<file path="src/rtl/shbus_pkg.sv">
package shbus_pkg;

    localparam int CODE_W = 16;
    localparam logic [CODE_W-1:0] CODE_TAKE = 16'hA5A5;
    localparam logic [CODE_W-1:0] CODE_GIVE = 16'h5A5A;

    typedef enum logic [1:0] {
        ST_SLAVE = 2'd0,
        ST_PEND  = 2'd1,
        ST_HOST  = 2'd2,
        ST_RSTP  = 2'd3
    } own_state_e;

    typedef enum logic [1:0] {
        CMD_NONE = 2'd0,
        CMD_TAKE = 2'd1,
        CMD_GIVE = 2'd2
    } ctrl_cmd_e;

    typedef struct packed {
        logic pending;
        logic host_owns;
    } own_status_t;

    function automatic ctrl_cmd_e decode_code(input logic [CODE_W-1:0] w);
        if (w == CODE_TAKE)      return CMD_TAKE;
        else if (w == CODE_GIVE) return CMD_GIVE;
        else                     return CMD_NONE;
    endfunction

    function automatic logic host_side(input own_state_e s);
        return s == ST_HOST;
    endfunction

    function automatic logic slave_side(input own_state_e s);
        return (s == ST_SLAVE) || (s == ST_PEND);
    endfunction

endpackage

</file>
<file path="src/rtl/shbus_ctrl_port.sv">
module shbus_ctrl_port
    import shbus_pkg::*;
#(
    parameter int AW = 16,
    parameter int DW = 16,
    parameter logic [AW-1:0] CTRL_ADDR = '1
) (
    input  logic                host_req,
    input  logic                host_we,
    input  logic [AW-1:0]       host_addr,
    input  logic [DW-1:0]       host_wdata,
    input  own_state_e          state,
    output logic                ctrl_hit,
    output ctrl_cmd_e           cmd,
    output logic [DW-1:0]       stat_word
);
    own_status_t st;

    always_comb begin
        ctrl_hit = host_req && (host_addr == CTRL_ADDR);
        cmd      = CMD_NONE;
        if (ctrl_hit && host_we)
            cmd = decode_code(host_wdata[CODE_W-1:0]);
    end

    always_comb begin
        st.host_owns = host_side(state);
        st.pending   = (state == ST_PEND);
        stat_word    = '0;
        stat_word[$bits(own_status_t)-1:0] = st;
    end

endmodule

</file>
<file path="src/rtl/shbus_own_fsm.sv">
module shbus_own_fsm
    import shbus_pkg::*;
#(
    parameter int RST_CYCLES = 8
) (
    input  logic       clk,
    input  logic       rst,
    input  ctrl_cmd_e  cmd,
    input  logic       slave_hlda,
    output own_state_e state,
    output logic       slave_hold,
    output logic       slave_rst
);
    localparam int CNT_W = (RST_CYCLES > 1) ? $clog2(RST_CYCLES) : 1;

    logic [CNT_W-1:0] rcnt;

    always_ff @(posedge clk) begin
        if (rst) begin
            state <= ST_SLAVE;
            rcnt  <= '0;
        end else begin
            case (state)
                ST_SLAVE: if (cmd == CMD_TAKE) state <= ST_PEND;
                ST_PEND:  if (slave_hlda) state <= ST_HOST;
                ST_HOST:  if (cmd == CMD_GIVE) begin
                    state <= ST_RSTP;
                    rcnt  <= CNT_W'(RST_CYCLES - 1);
                end
                ST_RSTP: begin
                    if (rcnt == '0) state <= ST_SLAVE;
                    else            rcnt  <= rcnt - 1'b1;
                end
                default: state <= ST_SLAVE;
            endcase
        end
    end

    assign slave_hold = (state != ST_SLAVE);
    assign slave_rst  = (state == ST_RSTP);

endmodule

</file>
<file path="src/rtl/shbus_steer.sv">
module shbus_steer
    import shbus_pkg::*;
#(
    parameter int AW = 16,
    parameter int DW = 16
) (
    input  own_state_e    state,
    input  logic          h_req,
    input  logic          h_we,
    input  logic [AW-1:0] h_addr,
    input  logic [DW-1:0] h_wdata,
    output logic [DW-1:0] h_rdata,
    output logic          h_ready,
    input  logic          s_req,
    input  logic          s_we,
    input  logic [AW-1:0] s_addr,
    input  logic [DW-1:0] s_wdata,
    output logic [DW-1:0] s_rdata,
    output logic          s_ready,
    output logic          m_req,
    output logic          m_we,
    output logic [AW-1:0] m_addr,
    output logic [DW-1:0] m_wdata,
    input  logic [DW-1:0] m_rdata,
    input  logic          m_ready
);
    logic sel_host, sel_slave;

    assign sel_host  = host_side(state);
    assign sel_slave = slave_side(state);

    always_comb begin
        m_req   = 1'b0;
        m_we    = 1'b0;
        m_addr  = '0;
        m_wdata = '0;
        if (sel_host) begin
            m_req   = h_req;
            m_we    = h_we;
            m_addr  = h_addr;
            m_wdata = h_wdata;
        end else if (sel_slave) begin
            m_req   = s_req;
            m_we    = s_we;
            m_addr  = s_addr;
            m_wdata = s_wdata;
        end
    end

    always_comb begin
        h_rdata = sel_host  ? m_rdata : '0;
        h_ready = sel_host  ? m_ready : 1'b0;
        s_rdata = sel_slave ? m_rdata : '0;
        s_ready = sel_slave ? m_ready : 1'b0;
    end

endmodule

</file>
<file path="src/rtl/shbus_arbiter.sv">
module shbus_arbiter
    import shbus_pkg::*;
#(
    parameter int AW = 16,
    parameter int DW = 16,
    parameter int RST_CYCLES = 8,
    parameter logic [AW-1:0] CTRL_ADDR = '1
) (
    input  logic          clk,
    input  logic          rst,
    input  logic          host_req,
    input  logic          host_we,
    input  logic [AW-1:0] host_addr,
    input  logic [DW-1:0] host_wdata,
    output logic [DW-1:0] host_rdata,
    output logic          host_ready,
    input  logic          slave_req,
    input  logic          slave_we,
    input  logic [AW-1:0] slave_addr,
    input  logic [DW-1:0] slave_wdata,
    output logic [DW-1:0] slave_rdata,
    output logic          slave_ready,
    output logic          slave_hold,
    input  logic          slave_hlda,
    output logic          slave_rst,
    output logic          mem_req,
    output logic          mem_we,
    output logic [AW-1:0] mem_addr,
    output logic [DW-1:0] mem_wdata,
    input  logic [DW-1:0] mem_rdata,
    input  logic          mem_ready
);
    own_state_e    own_state;
    ctrl_cmd_e     cmd;
    logic          ctrl_hit;
    logic [DW-1:0] stat_word;
    logic [DW-1:0] bus_rdata;
    logic          bus_ready;

    shbus_ctrl_port #(.AW(AW), .DW(DW), .CTRL_ADDR(CTRL_ADDR)) u_ctrl (
        .host_req   (host_req),
        .host_we    (host_we),
        .host_addr  (host_addr),
        .host_wdata (host_wdata),
        .state      (own_state),
        .ctrl_hit   (ctrl_hit),
        .cmd        (cmd),
        .stat_word  (stat_word)
    );

    shbus_own_fsm #(.RST_CYCLES(RST_CYCLES)) u_fsm (
        .clk        (clk),
        .rst        (rst),
        .cmd        (cmd),
        .slave_hlda (slave_hlda),
        .state      (own_state),
        .slave_hold (slave_hold),
        .slave_rst  (slave_rst)
    );

    shbus_steer #(.AW(AW), .DW(DW)) u_steer (
        .state   (own_state),
        .h_req   (host_req && !ctrl_hit),
        .h_we    (host_we),
        .h_addr  (host_addr),
        .h_wdata (host_wdata),
        .h_rdata (bus_rdata),
        .h_ready (bus_ready),
        .s_req   (slave_req),
        .s_we    (slave_we),
        .s_addr  (slave_addr),
        .s_wdata (slave_wdata),
        .s_rdata (slave_rdata),
        .s_ready (slave_ready),
        .m_req   (mem_req),
        .m_we    (mem_we),
        .m_addr  (mem_addr),
        .m_wdata (mem_wdata),
        .m_rdata (mem_rdata),
        .m_ready (mem_ready)
    );

    assign host_ready = ctrl_hit ? 1'b1 : bus_ready;
    assign host_rdata = ctrl_hit ? stat_word : bus_rdata;

endmodule

</file>
<file path="config.mk">
export PLATFORM = sky130hd
export DESIGN_NAME = shbus_arbiter
export DESIGN_NICKNAME = d
export VERILOG_FILES = /design/src/rtl/shbus_pkg.sv /design/src/rtl/shbus_ctrl_port.sv /design/src/rtl/shbus_own_fsm.sv /design/src/rtl/shbus_steer.sv /design/src/rtl/shbus_arbiter.sv
export SDC_FILE = /design/constraint.sdc
export NUM_CORES = 1
export LEC_CHECK = 0
export ABC_CLOCK_PERIOD_IN_PS = 2810
export BUFFER_PORTS_ARGS = -buffer_cell sky130_fd_sc_hd__buf_2
export CORE_ASPECT_RATIO = 1.5
export CORE_UTILIZATION = 25
export DETAILED_ROUTE_END_ITERATION = 8
export PLACE_DENSITY_LB_ADDON = 0.08
export SYNTH_ARGS = -nofsm -noshare
export SYNTH_HDL_FRONTEND = slang
export SYNTH_SLANG_ARGS = --single-unit
</file>
<file path="constraint.sdc">
create_clock -name clk -period 2.81 [get_ports clk]
set_input_delay 0.562 -clock clk [delete_from_list [all_inputs] [get_ports clk]]
set_output_delay 0.562 -clock clk [all_outputs]
set_load 0.1 [all_outputs]
</file>
Word level (Yosys, flattened, before mapping)
Index checks and enable logic that the tools add are counted.
{"block": "classes", "n_div": 0, "eq_ne": 13, "n_mul": 0, "muxes": 25, "bitwise_logic": 0, "addsub": 1, "shift": 0, "n_reduce_logical": 11, "order_cmp": 0}
{"operator": "16-bit 2-to-1 mux", "count": 7}
{"operator": "16-bit equality test (second input constant)", "count": 2}
{"operator": "16-bit by 15-bit equality test with 1-bit output (second input constant)", "count": 1}
{"operator": "2-bit 2-to-1 mux", "count": 7}
{"operator": "2-bit case mux with 4 select lines", "count": 1}
{"operator": "1-bit 2-to-1 mux", "count": 7}
{"operator": "2-bit equality test (second input constant)", "count": 3}
{"operator": "3-bit 2-to-1 mux", "count": 2}
{"operator": "2-bit inequality test (second input constant)", "count": 3}
{"operator": "3-bit case mux with 2 select lines", "count": 1}
{"operator": "2-bit by 1-bit equality test with 1-bit output (second input constant)", "count": 2}
{"operator": "2-bit by 1-bit inequality test with 1-bit output (second input constant)", "count": 2}
{"operator": "4-bit AND reduction", "count": 1}
{"operator": "2-bit nonzero test", "count": 2}
{"operator": "1-bit logical AND", "count": 3}
{"operator": "3-bit logical NOT", "count": 1}
{"operator": "3-bit AND reduction", "count": 1}
{"operator": "3-bit by 1-bit subtractor with 3-bit output (second input constant)", "count": 1}
{"operator": "2-bit logical NOT", "count": 1}
{"operator": "1-bit logical NOT", "count": 1}
{"operator": "1-bit logical OR", "count": 1}
{"block": "word_totals", "memories": 0, "ff_bits": 5, "ram_bits": 0, "mem_bits_ro": 0, "latch_bits": 0}

Depth between registers and ports, before layout
Gate-level depths: netlist of the first run.
{"block": "depth", "depth_word": 7, "mapped_depth": 7, "ltp_nobuf": 7}

By module
A second synthesis of the first run with hierarchy kept.
{"block": "unflattened", "hier_cells": 180, "area_unflattened_um2": 1524.0}
{"module": "shbus_steer", "seq_area_each_um2": 0.0, "area_per_inst_um2": 621.8, "n_inst": 1, "cells_per_inst": 81}
{"module": "shbus_own_fsm", "seq_area_each_um2": 100.1, "area_per_inst_um2": 375.4, "n_inst": 1, "cells_per_inst": 42}
{"module": "shbus_ctrl_port", "seq_area_each_um2": 0.0, "area_per_inst_um2": 270.3, "n_inst": 1, "cells_per_inst": 37}
{"module": "shbus_arbiter", "seq_area_each_um2": 0.0, "area_per_inst_um2": 256.5, "n_inst": 1, "cells_per_inst": 20}

Worst setup path after synthesis of the first run
OpenSTA, ideal clock, no wires.
{"block": "synth_path", "kind": "register to output", "start": "register u_fsm.state[0]", "end": "output mem_addr[0]", "path_slack_ns": -1.430, "t_required_ns": 2.248, "stages_incl_launch_ff": 8, "t_arrival_ns": 3.678, "cell_sequence": "dfxtp_1 inv_1 ha_1 inv_1 nand2_1 clkbuf_1 nand2_1 o21ai_0"}
{"block": "synth_via", "elab_chain_cells": 4}
{"element": "start, declared", "line_no": "shbus_own_fsm.sv:10", "source": "output own_state_e state,"}
{"element": "start signal, assigned", "line_no": "shbus_own_fsm.sv:20", "source": "state <= ST_SLAVE;"}
{"element": "start signal, assigned", "line_no": "shbus_own_fsm.sv:24", "source": "ST_SLAVE: if (cmd == CMD_TAKE) state <= ST_PEND;"}
{"element": "start signal, assigned", "line_no": "shbus_own_fsm.sv:25", "source": "ST_PEND: if (slave_hlda) state <= ST_HOST;"}
{"element": "2-bit by 1-bit equality test with 1-bit output / 2-bit logical NOT (equally long branches)", "line_no": "shbus_pkg.sv:36", "source": "return (s == ST_SLAVE) || (s == ST_PEND);"}
{"element": "1-bit logical OR", "line_no": "shbus_pkg.sv:36"}
{"element": "16-bit 2-to-1 mux", "line_no": "shbus_steer.sv:42", "source": "end else if (sel_slave) begin"}
{"element": "16-bit 2-to-1 mux *", "line_no": "shbus_steer.sv:37", "source": "if (sel_host) begin"}
{"element": "end, declared", "line_no": "shbus_arbiter.sv:28", "source": "output logic [AW-1:0] mem_addr,"}
Every way passes the cells marked *; elsewhere a longest branch is shown, timed or not.

Worst setup path in the final report of the first run
{"block": "layout_path", "start": "input host_addr[9]", "end": "output host_rdata[2]"}
{"block": "layout_via", "elab_chain_cells": 3}
{"element": "start, declared", "line_no": "shbus_arbiter.sv:13", "source": "input logic [AW-1:0] host_addr,"}
{"element": "16-bit equality test", "line_no": "shbus_ctrl_port.sv:20", "source": "ctrl_hit = host_req && (host_addr == CTRL_ADDR);"}
{"element": "1-bit logical AND", "line_no": "shbus_ctrl_port.sv:20"}
{"element": "16-bit 2-to-1 mux", "line_no": "shbus_arbiter.sv:84", "source": "assign host_rdata = ctrl_hit ? stat_word : bus_rdata;"}
{"element": "end, declared", "line_no": "shbus_arbiter.sv:15", "source": "output logic [DW-1:0] host_rdata,"}
Every way passes these cells.

==> metrics.yaml, run 1 <==
status:
  status: "finished clean"
timing:
  fin_setup_tns_ns: 0
  max_freq_mhz: 380.6
  rsz0062_at_grt: "no"
  setup_viol_count_final: 0
  slew_viol_final: 0
  hold_viol_final: 0
  min_period_ns: 2.628
  fin_skew_ns: 0.0009292
  maxSlewHeadroom: 0.6569
  post-route-period-util: 0.9351
  worst_pin_slew_ns: 0.5079
grt:
  grt_max_degree: 34
  grt_overflow_total: 0
  grt_use_total: 0.2070
  antenna_found_initial: 0
  grt_pass1_wl_um: 8783
  grt_pass1_vias: 1925
pwr:
  sw_frac_of_total: 0.6799
  p_leak_nw: 1.541
  power_density_nw_per_um2: 1102
  p_int_mw: 1.098
  power.share.sequential: 0.026
  peakVddDrop_v: 0.0007698
  power_frac_comb: 0.935
  power_frac_clock: 0.039
  power.switching_mw: 2.331
  finalPower_mw: 3.428
cells_and_area:
  stdcell_area_um2: 3112
  area_growth_pct: 146.7
  antenna_cells: 0
  drive_above_1_share: 0.5442
  nNetsFinal: 469
  fin_cells: 439
floorplan:
  die_y_um: 88.99
  core_area_um2: 4848
  rows: 31
  io_pins: 158
  start_util: 0.2601
  die_w_um: 60.00
  dieArea_um2: 5339
route:
  drc: 0
  viasPerCell: 4.781
  totalWireLength_um: 5651
  vias: 2099
  first_pass_iters: 4
  drt-wirelength-per-cell_um: 12.87
  ant_nets: 0
  drtIter0Drc: 64
yosys:
  syn_area_um2: 1261
  syn_inst: 221
  yosys_warnings: 0
  synth-seq-cells: 5
  ys_seq_area_frac: 0.07937
  syn_area_per_cell_um2: 5.707
  synth_cell_type_count: 30
  synth_nets: 316
job:
  max_cap_viol_count: 0
clock_network:
  cts_root_buf: "clkbuf_8"
  post-cts-setup-buffer-count: 0
  clock-sinks: 5
  cts_max_level: 1
  clk_pin_slew_worst_paths_ns: 0.04
  cts_buffers: 3
  clk_latency_ns: 0.22
  cts_resized: 0
  cts_buffer_depth: 2
  ctsHoldBuffers: 0
  tritoncts: "yes"
placed_design:
  hpwl_um: 4797
  port-buffer-count: 157
  gp_congestion: 0.8073
  dp.cells: 435
  place_area_um2: 3067
setup_path:
  max_stage_delay_ns: 0.38
  crit_path_end: "host_rdata[2]"
  reg2reg_slack_ns: 0.94
  rr_startpoint: "u_fsm.state[0]$_SDFFE_PP0P_"
  crit_start: "host_addr[9]"
  reg2reg_to: "u_fsm.state[1]$_SDFFE_PP0P_"
  cp.required_ns: 2.25
  endpoint_kind: "primary output"
  crit_arrival_ns: 2.07
  worstSetupStartpointType: "input pin"
  crit_chain: "buf_2 -> nand4_1 -> nor3b_1 -> nand3_1 -> buf_4 -> and3_1 -> buf_2"
  path_common_cell: "buf_2"
  worstRegToRegCells: 6
  crit_type: "input pin to primary output"
  cp_slowest_cell: "nor3b_1"
  cp_max_fo: 17
hold_path:
  hp-class: "register to register"
-- Yosys cell counts --
| cell | n | area (um2) |
|---|---|---|
| nand2_1 | 74 | 277.8 |
| o21ai_0 | 37 | 185.2 |
| and2_1 | 18 | 112.6 |
| and3_1 | 16 | 100.1 |
| clkbuf_1 | 15 | 56.30 |
| inv_1 | 9 | 33.78 |
| ha_1 | 7 | 87.58 |
| dfxtp_1 | 5 | 100.1 |
| nor4bb_1 | 4 | 40.04 |
| a21oi_1 | 3 | 15.01 |
| and4_1 | 3 | 26.28 |
| nand4_1 | 3 | 18.77 |
| nor3_1 | 3 | 15.01 |
| a41oi_1 | 2 | 17.52 |
| nand3_1 | 2 | 10.01 |
| nand4b_1 | 2 | 17.52 |
| nor2_1 | 2 | 7.510 |
| o31ai_1 | 2 | 15.01 |
| or4_1 | 2 | 15.01 |
| or4b_1 | 2 | 20.02 |
| a311oi_1 | 1 | 8.760 |
| a31o_2 | 1 | 8.760 |
| a31oi_1 | 1 | 6.260 |
| a41o_1 | 1 | 10.01 |
| mux2i_1 | 1 | 10.01 |
| nand2b_1 | 1 | 6.260 |
| nor3b_1 | 1 | 7.510 |
| nor3b_4 | 1 | 18.77 |
| nor4_1 | 1 | 6.260 |
| o21a_1 | 1 | 7.510 |
-- through the flow --
| step | hold WS [ns] | setup slack (ns) | utilization |
|---|---|---|---|
| floorplan | 0.4606 | -0.06674 | - |
| global placement | 0.4841 | 0.2423 | 0.6325 |
| detailed placement | 0.4942 | 0.1853 | 0.6325 |
| CTS | 0.5051 | 0.1750 | 0.6418 |
| global route | 0.5397 | 0.04685 | 0.6418 |
| finish | 0.5083 | 0.1824 | 0.6418 |
-- cell usage in the layout (no fill, tap or decap) --
cell type  synthesis  final
a311oi_1           1      1
ha_4               0      1
nor3b_4            1      1
nand2b_1           1      1
a31oi_1            1      1
and2_1            18     18
inv_1              9      9
nor4_1             1      1
nor4bb_1           4      4
ha_1               7      6
clkbuf_8           0      3
buf_2              0    121
or4b_1             2      2
clkbuf_1          15      1
o21a_1             1      1
mux2i_1            1      1
a31o_2             1      1
a41o_1             1      1
dfxtp_1            5      5
nor3b_1            1      1
o21ai_4            0     34
nand4_1            3      3
nand2_1           74     74
o21ai_0           37      3
and3_1            16     16
and4_1             3      3
a41oi_1            2      2
or4_1              2      2
nand4b_1           2      2
buf_4              0      5
nor3_1             3      3
nor2_1             2      2
buf_12             0     37
o31ai_1            2      2
nand3_1            2      2
a21oi_1            3      3
-- area by class of cell --
type,instances,area (um2)
well taps,66,82.58
repair buffers,163,1384
clock buffers,4,45.04
inverters,9,33.78
flip-flops and latches,5,100.1
multi-input cells,192,1466
fillers,436,1737
-- how the worst min path moves through the flow --
| stage | from | end | slack [ns] | depth (start not counted) |
|---|---|---|---|---|
| final | u_fsm.rcnt[2]$_SDFFE_PP0P_ | u_fsm.rcnt[2]$_SDFFE_PP0P_ | 0.51 | 2 |
| after global routing | u_fsm.state[0]$_SDFFE_PP0P_ | u_fsm.state[0]$_SDFFE_PP0P_ | 0.54 | 2 |
| after CTS | u_fsm.rcnt[2]$_SDFFE_PP0P_ | u_fsm.rcnt[2]$_SDFFE_PP0P_ | 0.51 | 2 |
| after detailed placement | u_fsm.rcnt[2]$_SDFFE_PP0P_ | u_fsm.rcnt[2]$_SDFFE_PP0P_ | 0.49 | 2 |
| after global placement | u_fsm.rcnt[2]$_SDFFE_PP0P_ | u_fsm.rcnt[2]$_SDFFE_PP0P_ | 0.48 | 2 |
| after floorplan | u_fsm.rcnt[2]$_SDFFE_PP0P_ | u_fsm.rcnt[2]$_SDFFE_PP0P_ | 0.46 | 2 |
-- per-layer routing --
metal | part of all wire | track usage
met2 | 0.54 | 0.3828
met3 | 0.051 | 0.03618
met1 | 0.39 | 0.2332
met5 | 0 | 0
met4 | 0.020 | 0.06765
-- kinds of logic (layout without fill, tap and decap cells) --
logic type | Yosys count | after routing | share of synthesized area
multiplexers | 1 | 1 | 0.007937
AO/OA/AOI/OAI | 49 | 49 | 0.2173
buffers and inverters | 24 | 176 | 0.07142
AND/OR/NAND/NOR | 135 | 135 | 0.5546
adder cells (fa/ha/maj) | 7 | 7 | 0.06944
flip-flops | 5 | 5 | 0.07937
-- flip-flops by register name, indices dropped and copies added, names as in the netlist --
register / flops
u_fsm.rcnt: 3
u_fsm.state: 2
-- power by group through the flow --
stage | clock network [mW] | registers (mW) | logic, mW
after global routing | 0.144 | 0.0901 | 3.31
after detailed placement | 0 | 0.0902 | 3.22
final | 0.134 | 0.0891 | 3.20
after floorplan | 0 | 0.0874 | 2.28
after CTS | 0.136 | 0.0893 | 3.22
after global placement | 0 | 0.0893 | 3.20
-- worst max-delay path: cells and delay by family --
kind | cells | cell delay, ns
and+or+nand+nor | 4 | 0.91
buffers and inverters | 3 | 0.59
Power figures use the tool's default switching activity.
==> run 2, diff against run 1 <==
Settings changed: CORE_ASPECT_RATIO 1.5 to 1.75, RECOVER_POWER from default to 100.
==> metrics.yaml, run 2 (same netlist as run 1, synthesis figures left out) <==
placed_design:
  place_area_um2: 3064  # about the same
  gp_congestion: 0.8297  # +2.8%
  hpwl_um: 5013  # +4.5%
  port-buffer-count: 157  # unchanged
  dp.cells: 421  # -3.2%
route:
  ant_nets: 0  # unchanged
  first_pass_iters: 4  # unchanged
  drtIter0Drc: 68  # +6.3%
  drc: 0  # unchanged
  vias: 2152  # +2.5%
  totalWireLength_um: 5952  # +5.3%
  viasPerCell: 5.064  # +5.9%
  drt-wirelength-per-cell_um: 14.00  # +8.8%
cells_and_area:
  antenna_cells: 0  # unchanged
  top_register: "u_fsm.rcnt"
  drive_above_1_share: 0.5335  # -0.01072
  seqCellArea_um2: 100.1  # unchanged
  fin_cells: 425  # -3.2%
  layout_commonest_cell: "buf_2"
  multi_input_area_um2: 1466  # unchanged
  top_regs: "u_fsm.rcnt (3), u_fsm.state (2)"
  largest_reg_flops: 3  # unchanged
  stdcell_area_um2: 2970  # -4.5%
  nNetsFinal: 469  # unchanged
  finalCoreUtilization: 0.6256  # -0.01625
  area_growth_pct: 135.5
  layout_common_cells: "100 x buf_2, 74 x nand2_1, 34 x o21ai_4, 19 x buf_12"
  num-fill-cells: 465  # +6.7%
clock_network:
  cts_buffers: 3  # unchanged
  cts_resized: 0  # unchanged
  cts_buffer_depth: 2  # unchanged
  tritoncts: "yes"
  clk_latency_ns: 0.23  # about the same
  ctsHoldBuffers: 0  # unchanged
  cts_max_level: 1  # unchanged
  clock-sinks: 5  # unchanged
  post-cts-setup-buffer-count: 0  # unchanged
  cts_root_buf: "clkbuf_8"
  clk_pin_slew_worst_paths_ns: 0.04  # about the same
timing:
  post-route-period-util: 0.9534  # +0.01835
  slew_viol_final: 0  # unchanged
  hold_viol_final: 0  # unchanged
  setup_viol_count_final: 0  # unchanged
  hold-worst-slack_ns: 0.5032  # -0.005096 ns
  maxSlewHeadroom: 0.2336  # -0.4233
  worst_pin_slew_ns: 1.154  # +0.6465 ns
  fin_skew_ns: 0.006258  # +0.005328 ns
  rsz0062_at_grt: "no"
  max_freq_mhz: 373.3  # -1.9%
  min_period_ns: 2.679  # +0.05155 ns
floorplan:
  rows: 33  # +6.5%
  dieArea_um2: 5344  # about the same
  start_util: 0.2656  # +0.005484
  core_area_um2: 4748  # -2.1%
  io_pins: 158  # unchanged
  die_y_um: 95.96  # +7.8%
  die_w_um: 55.69  # -7.2%
setup_path:
  cp_max_fo: 17  # unchanged
  endpoint_kind: "primary output"
  crit_arrival_ns: 2.12  # +0.05 ns
  cp.required_ns: 2.25  # about the same
  crit_start: "host_addr[9]"
  reg2reg_slack_ns: 0.87  # -0.07 ns
  worstSetupStartpointType: "input pin"
  rr_startpoint: "u_fsm.state[0]$_SDFFE_PP0P_"
  crit_type: "input pin to primary output"
grt:
  grt_max_degree: 50  # +47%
  grt_overflow_total: 0  # unchanged
  grt_use_total: 0.2111  # +0.004095
  grt_pass1_wl_um: 9163  # +4.3%
  antenna_found_initial: 0  # unchanged
  grt_pass1_vias: 2006  # +4.2%
pwr:
  finalPower_mw: 3.312  # -3.4%
  peakVddDrop_v: 0.0008289  # +7.7%
  p_leak_nw: 1.486  # -3.6%
  power_density_nw_per_um2: 1115  # +1.2%
status:
  status: "finished clean"
job:
  max_cap_viol_count: 0  # unchanged
hold_path:
  min_from: "u_fsm.state[0]$_SDFFE_PP0P_"
  hp-class: "register to register"
## run 2: area by class of cell
type	instances	area share
multi-input combinational	192	0.4937
inverter	9	0.01137
timing repair buffer	163	0.4242
clock buffer	4	0.01516
tap	52	0.02190
sequential	5	0.03370
## run 2: power by group
group | switching (mW) | internal [mW]
Sequential | 0.00879 | 0.0799
Combinational | 2.28 | 0.808
Clock | 0.0426 | 0.0980
Total | 2.33 | 0.986
## run 2: path summary, 6_finish.rpt
kind | end | cells past startpoint
max | host_rdata[15] | 7
min | u_fsm.state[0]$_SDFFE_PP0P_ | 2
max reg2reg | u_fsm.rcnt[1]$_SDFFE_PP0P_ | 6
min reg2reg | u_fsm.state[0]$_SDFFE_PP0P_ | 2
## run 2: routing by layer
metal | wire [um] | track usage | up-vias
met4 | 58 | 0.05208 | 0
met5 | 0 | 0 | -
met1 | 2081 | 0.2195 | 986
met2 | 3354 | 0.4106 | 90
li1 | - | - | 1070
met3 | 458 | 0.06048 | 6
## run 2: worst max-delay path, cell delays in order
cell and delay (ns):
buf_2 0.09, nand4_1 0.20, nor3b_1 0.43, nand3_1 0.13
buf_4 0.21, and3_1 0.20, buf_2 0.29
## run 2: through the flow
step | TNS, ns | setup WS, ns
3_3_place_gp | 0 | 0.2112
4_1_cts | 0 | 0.1610
6_report | 0 | 0.1309
3_5_place_dp | 0 | 0.1740
2_1_floorplan | -0.06674 | -0.06674
5_1_grt | 0 | 0.0009464
==> run 3, diff against run 2 <==
--- a/config.mk
+++ b/config.mk
@@ -10,4 +10,5 @@
 export CORE_ASPECT_RATIO = 1.75
 export CORE_UTILIZATION = 25
+export CTS_CLUSTER_SIZE = 20
 export DETAILED_ROUTE_END_ITERATION = 8
 export PLACE_DENSITY_LB_ADDON = 0.08
==> constraint.sdc (replaced) <==
create_clock -name clk -period 2.81 [get_ports clk]
set_input_delay 0.562 -clock clk [delete_from_list [all_inputs] [get_ports clk]]
set_output_delay 0.562 -clock clk [all_outputs]
set_load 0.05 [all_outputs]
==> metrics.yaml, run 3 (same netlist as run 1, synthesis figures left out) <==
setup_path:
  endpoint_kind: "primary output"
  worstRegToRegCells: 6  # unchanged
  crit_arrival_ns: 2.02  # -0.10 ns
  cp.required_ns: 2.25  # about the same
  crit_chain: "inv_1 -> ha_1 -> inv_1 -> nand2_1 -> buf_4 -> and2_1 -> clkbuf_1"
  cp_top_family: "buffers and inverters"
  crit_buf_inv: 4  # +1
  crit_path_end: "slave_ready"
  reg2reg_to: "u_fsm.rcnt[1]$_SDFFE_PP0P_"
  reg2reg_slack_ns: 0.87  # about the same
  worstSetupStartpointType: "register"
  path_common_cell: "inv_1"
  cp_slowest_cell: "clkbuf_1"
  crit_start: "u_fsm.state[1]$_SDFFE_PP0P_"
  rr_startpoint: "u_fsm.state[0]$_SDFFE_PP0P_"
  max_stage_delay_ns: 0.46  # +0.03 ns
  cp_max_fo: 34  # +17
  cp.depth: 7  # unchanged
  crit_type: "register to primary output"
clock_network:
  cts_max_level: 1  # unchanged
  cts_resized: 0  # unchanged
  clk_pin_slew_worst_paths_ns: 0.04  # about the same
  ctsHoldBuffers: 0  # unchanged
  post-cts-setup-buffer-count: 0  # unchanged
  clk_latency_ns: 0.23  # about the same
  cts_buffer_depth: 2  # unchanged
  cts_buffers: 3  # unchanged
  clock-sinks: 5  # unchanged
  tritoncts: "yes"
  cts_root_buf: "clkbuf_8"
route:
  drtIter0Drc: 85  # +25%
  drc: 0  # unchanged
  totalWireLength_um: 5523  # -7.2%
  first_pass_iters: 4  # unchanged
  vias: 2050  # -4.7%
  ant_nets: 0  # unchanged
  viasPerCell: 4.824  # -4.7%
  drt-wirelength-per-cell_um: 13.00  # -7.2%
timing:
  maxSlewHeadroom: 0.6095  # +0.3758
  hold_viol_final: 0  # unchanged
  max_freq_mhz: 387.8  # +3.9%
  min_period_ns: 2.579  # -0.1001 ns
  setup_viol_count_final: 0  # unchanged
  post-route-period-util: 0.9178  # -0.03564
  fin_setup_tns_ns: 0  # unchanged
  worst_pin_slew_ns: 0.5883  # -0.5662 ns
  slew_viol_final: 0  # unchanged
  hold-worst-slack_ns: 0.5020  # -0.001166 ns
  fin_skew_ns: 0.006820  # +0.0005619 ns
  rsz0062_at_grt: "no"
  fin_ws_ns: 0.2310  # +0.1001 ns
cells_and_area:
  finalCoreUtilization: 0.4506  # -0.1750
  area_growth_pct: 69.64
  nNetsFinal: 469  # unchanged
  num-fill-cells: 539  # +16%
  drive_above_1_share: 0.4397  # -0.09383
  layout_commonest_cell: "buf_2"
  top_regs: "u_fsm.rcnt (3), u_fsm.state (2)"
  antenna_cells: 0  # unchanged
  multi_input_area_um2: 1074  # -27%
  top_register: "u_fsm.rcnt"
  seqCellArea_um2: 100.1  # unchanged
  largest_reg_flops: 3  # unchanged
  layout_common_cells: "88 x buf_2, 74 x nand2_1, 65 x clkbuf_2, 34 x o21ai_1, 18 x and2_1"
placed_design:
  hpwl_um: 4566  # -8.9%
  port-buffer-count: 157  # unchanged
  gp_congestion: 0.8384  # +1.0%
  dp_slack_ns: 0.2858  # +0.1118 ns
grt:
  grt_max_degree: 35  # -30%
  grt_pass1_wl_um: 8162  # -11%
  grt_use_total: 0.1877  # -0.02344
  grt_overflow_total: 0  # unchanged
  antenna_found_initial: 0  # unchanged
  grt_pass1_vias: 1811  # -9.7%
floorplan:
  core_area_um2: 4748  # unchanged
  rows: 33  # unchanged
  die_y_um: 95.96  # unchanged
  die_w_um: 55.69  # unchanged
  start_util: 0.2656  # unchanged
  io_pins: 158  # unchanged
  dieArea_um2: 5344  # unchanged
pwr:
  peakVddDrop_v: 0.0004680  # -44%
  p_leak_nw: 1.233  # -17%
  power_density_nw_per_um2: 831.0  # -25%
status:
  status: "finished clean"
job:
  max_cap_viol_count: 0  # unchanged
hold_path:
  hp-class: "register to register"
-- run 3: metrics by stage --
| step | power [mW] | area (um2) | cells |
|---|---|---|---|
| detailed placement | 1.651 | 2103 | 421 |
| CTS | 1.793 | 2148 | 425 |
| global placement | 1.652 | 2103 | 421 |
| floorplan | 1.277 | 1261 | 221 |
| finish | 1.778 | 2140 | 425 |
| global route | 1.875 | 2140 | 425 |
-- run 3: layer usage --
| metal | up-vias | global-route usage | wire length, um |
|---|---|---|---|
| met5 | - | 0 | 0 |
| met4 | 0 | 0.05417 | 50 |
| met3 | 6 | 0.02688 | 357 |
| met2 | 80 | 0.3735 | 3070 |
| met1 | 896 | 0.2015 | 2045 |
| li1 | 1068 | - | - |
-- run 3: report_power, final --
group | internal (mW) | switching [mW]
Combinational | 0.345 | 1.21
Sequential | 0.0799 | 0.00807
Clock | 0.0979 | 0.0415
Total | 0.523 | 1.25
-- run 3: how the worst min path moves through the flow --
stage	startpoint	end	slack [ns]	cells past startpoint
floorplan	u_fsm.rcnt[2]$_SDFFE_PP0P_	u_fsm.rcnt[2]$_SDFFE_PP0P_	0.46	2
global placement	u_fsm.state[0]$_SDFFE_PP0P_	u_fsm.state[0]$_SDFFE_PP0P_	0.49	2
detailed placement	u_fsm.rcnt[2]$_SDFFE_PP0P_	u_fsm.rcnt[2]$_SDFFE_PP0P_	0.49	2
CTS	u_fsm.rcnt[2]$_SDFFE_PP0P_	u_fsm.rcnt[2]$_SDFFE_PP0P_	0.50	2
global route	u_fsm.state[0]$_SDFFE_PP0P_	u_fsm.state[0]$_SDFFE_PP0P_	0.53	2
finish	u_fsm.rcnt[2]$_SDFFE_PP0P_	u_fsm.rcnt[2]$_SDFFE_PP0P_	0.50	2
-- run 3: worst reg2reg max path: stages (launching register included) --
cell and delay, ns:
dfxtp_1 0.33, inv_1 0.12, ha_2 0.40, inv_1 0.16, a41oi_1 0.46, nor2_1 0.10, a311oi_1 0.28
-- run 3: cell type report --
class | count | area share
flip-flops and latches | 5 | 0.04678
inverters | 9 | 0.01579
repair buffers | 163 | 0.3842
clock buffers | 4 | 0.02105
multi-input cells | 192 | 0.5018
well taps | 52 | 0.03041
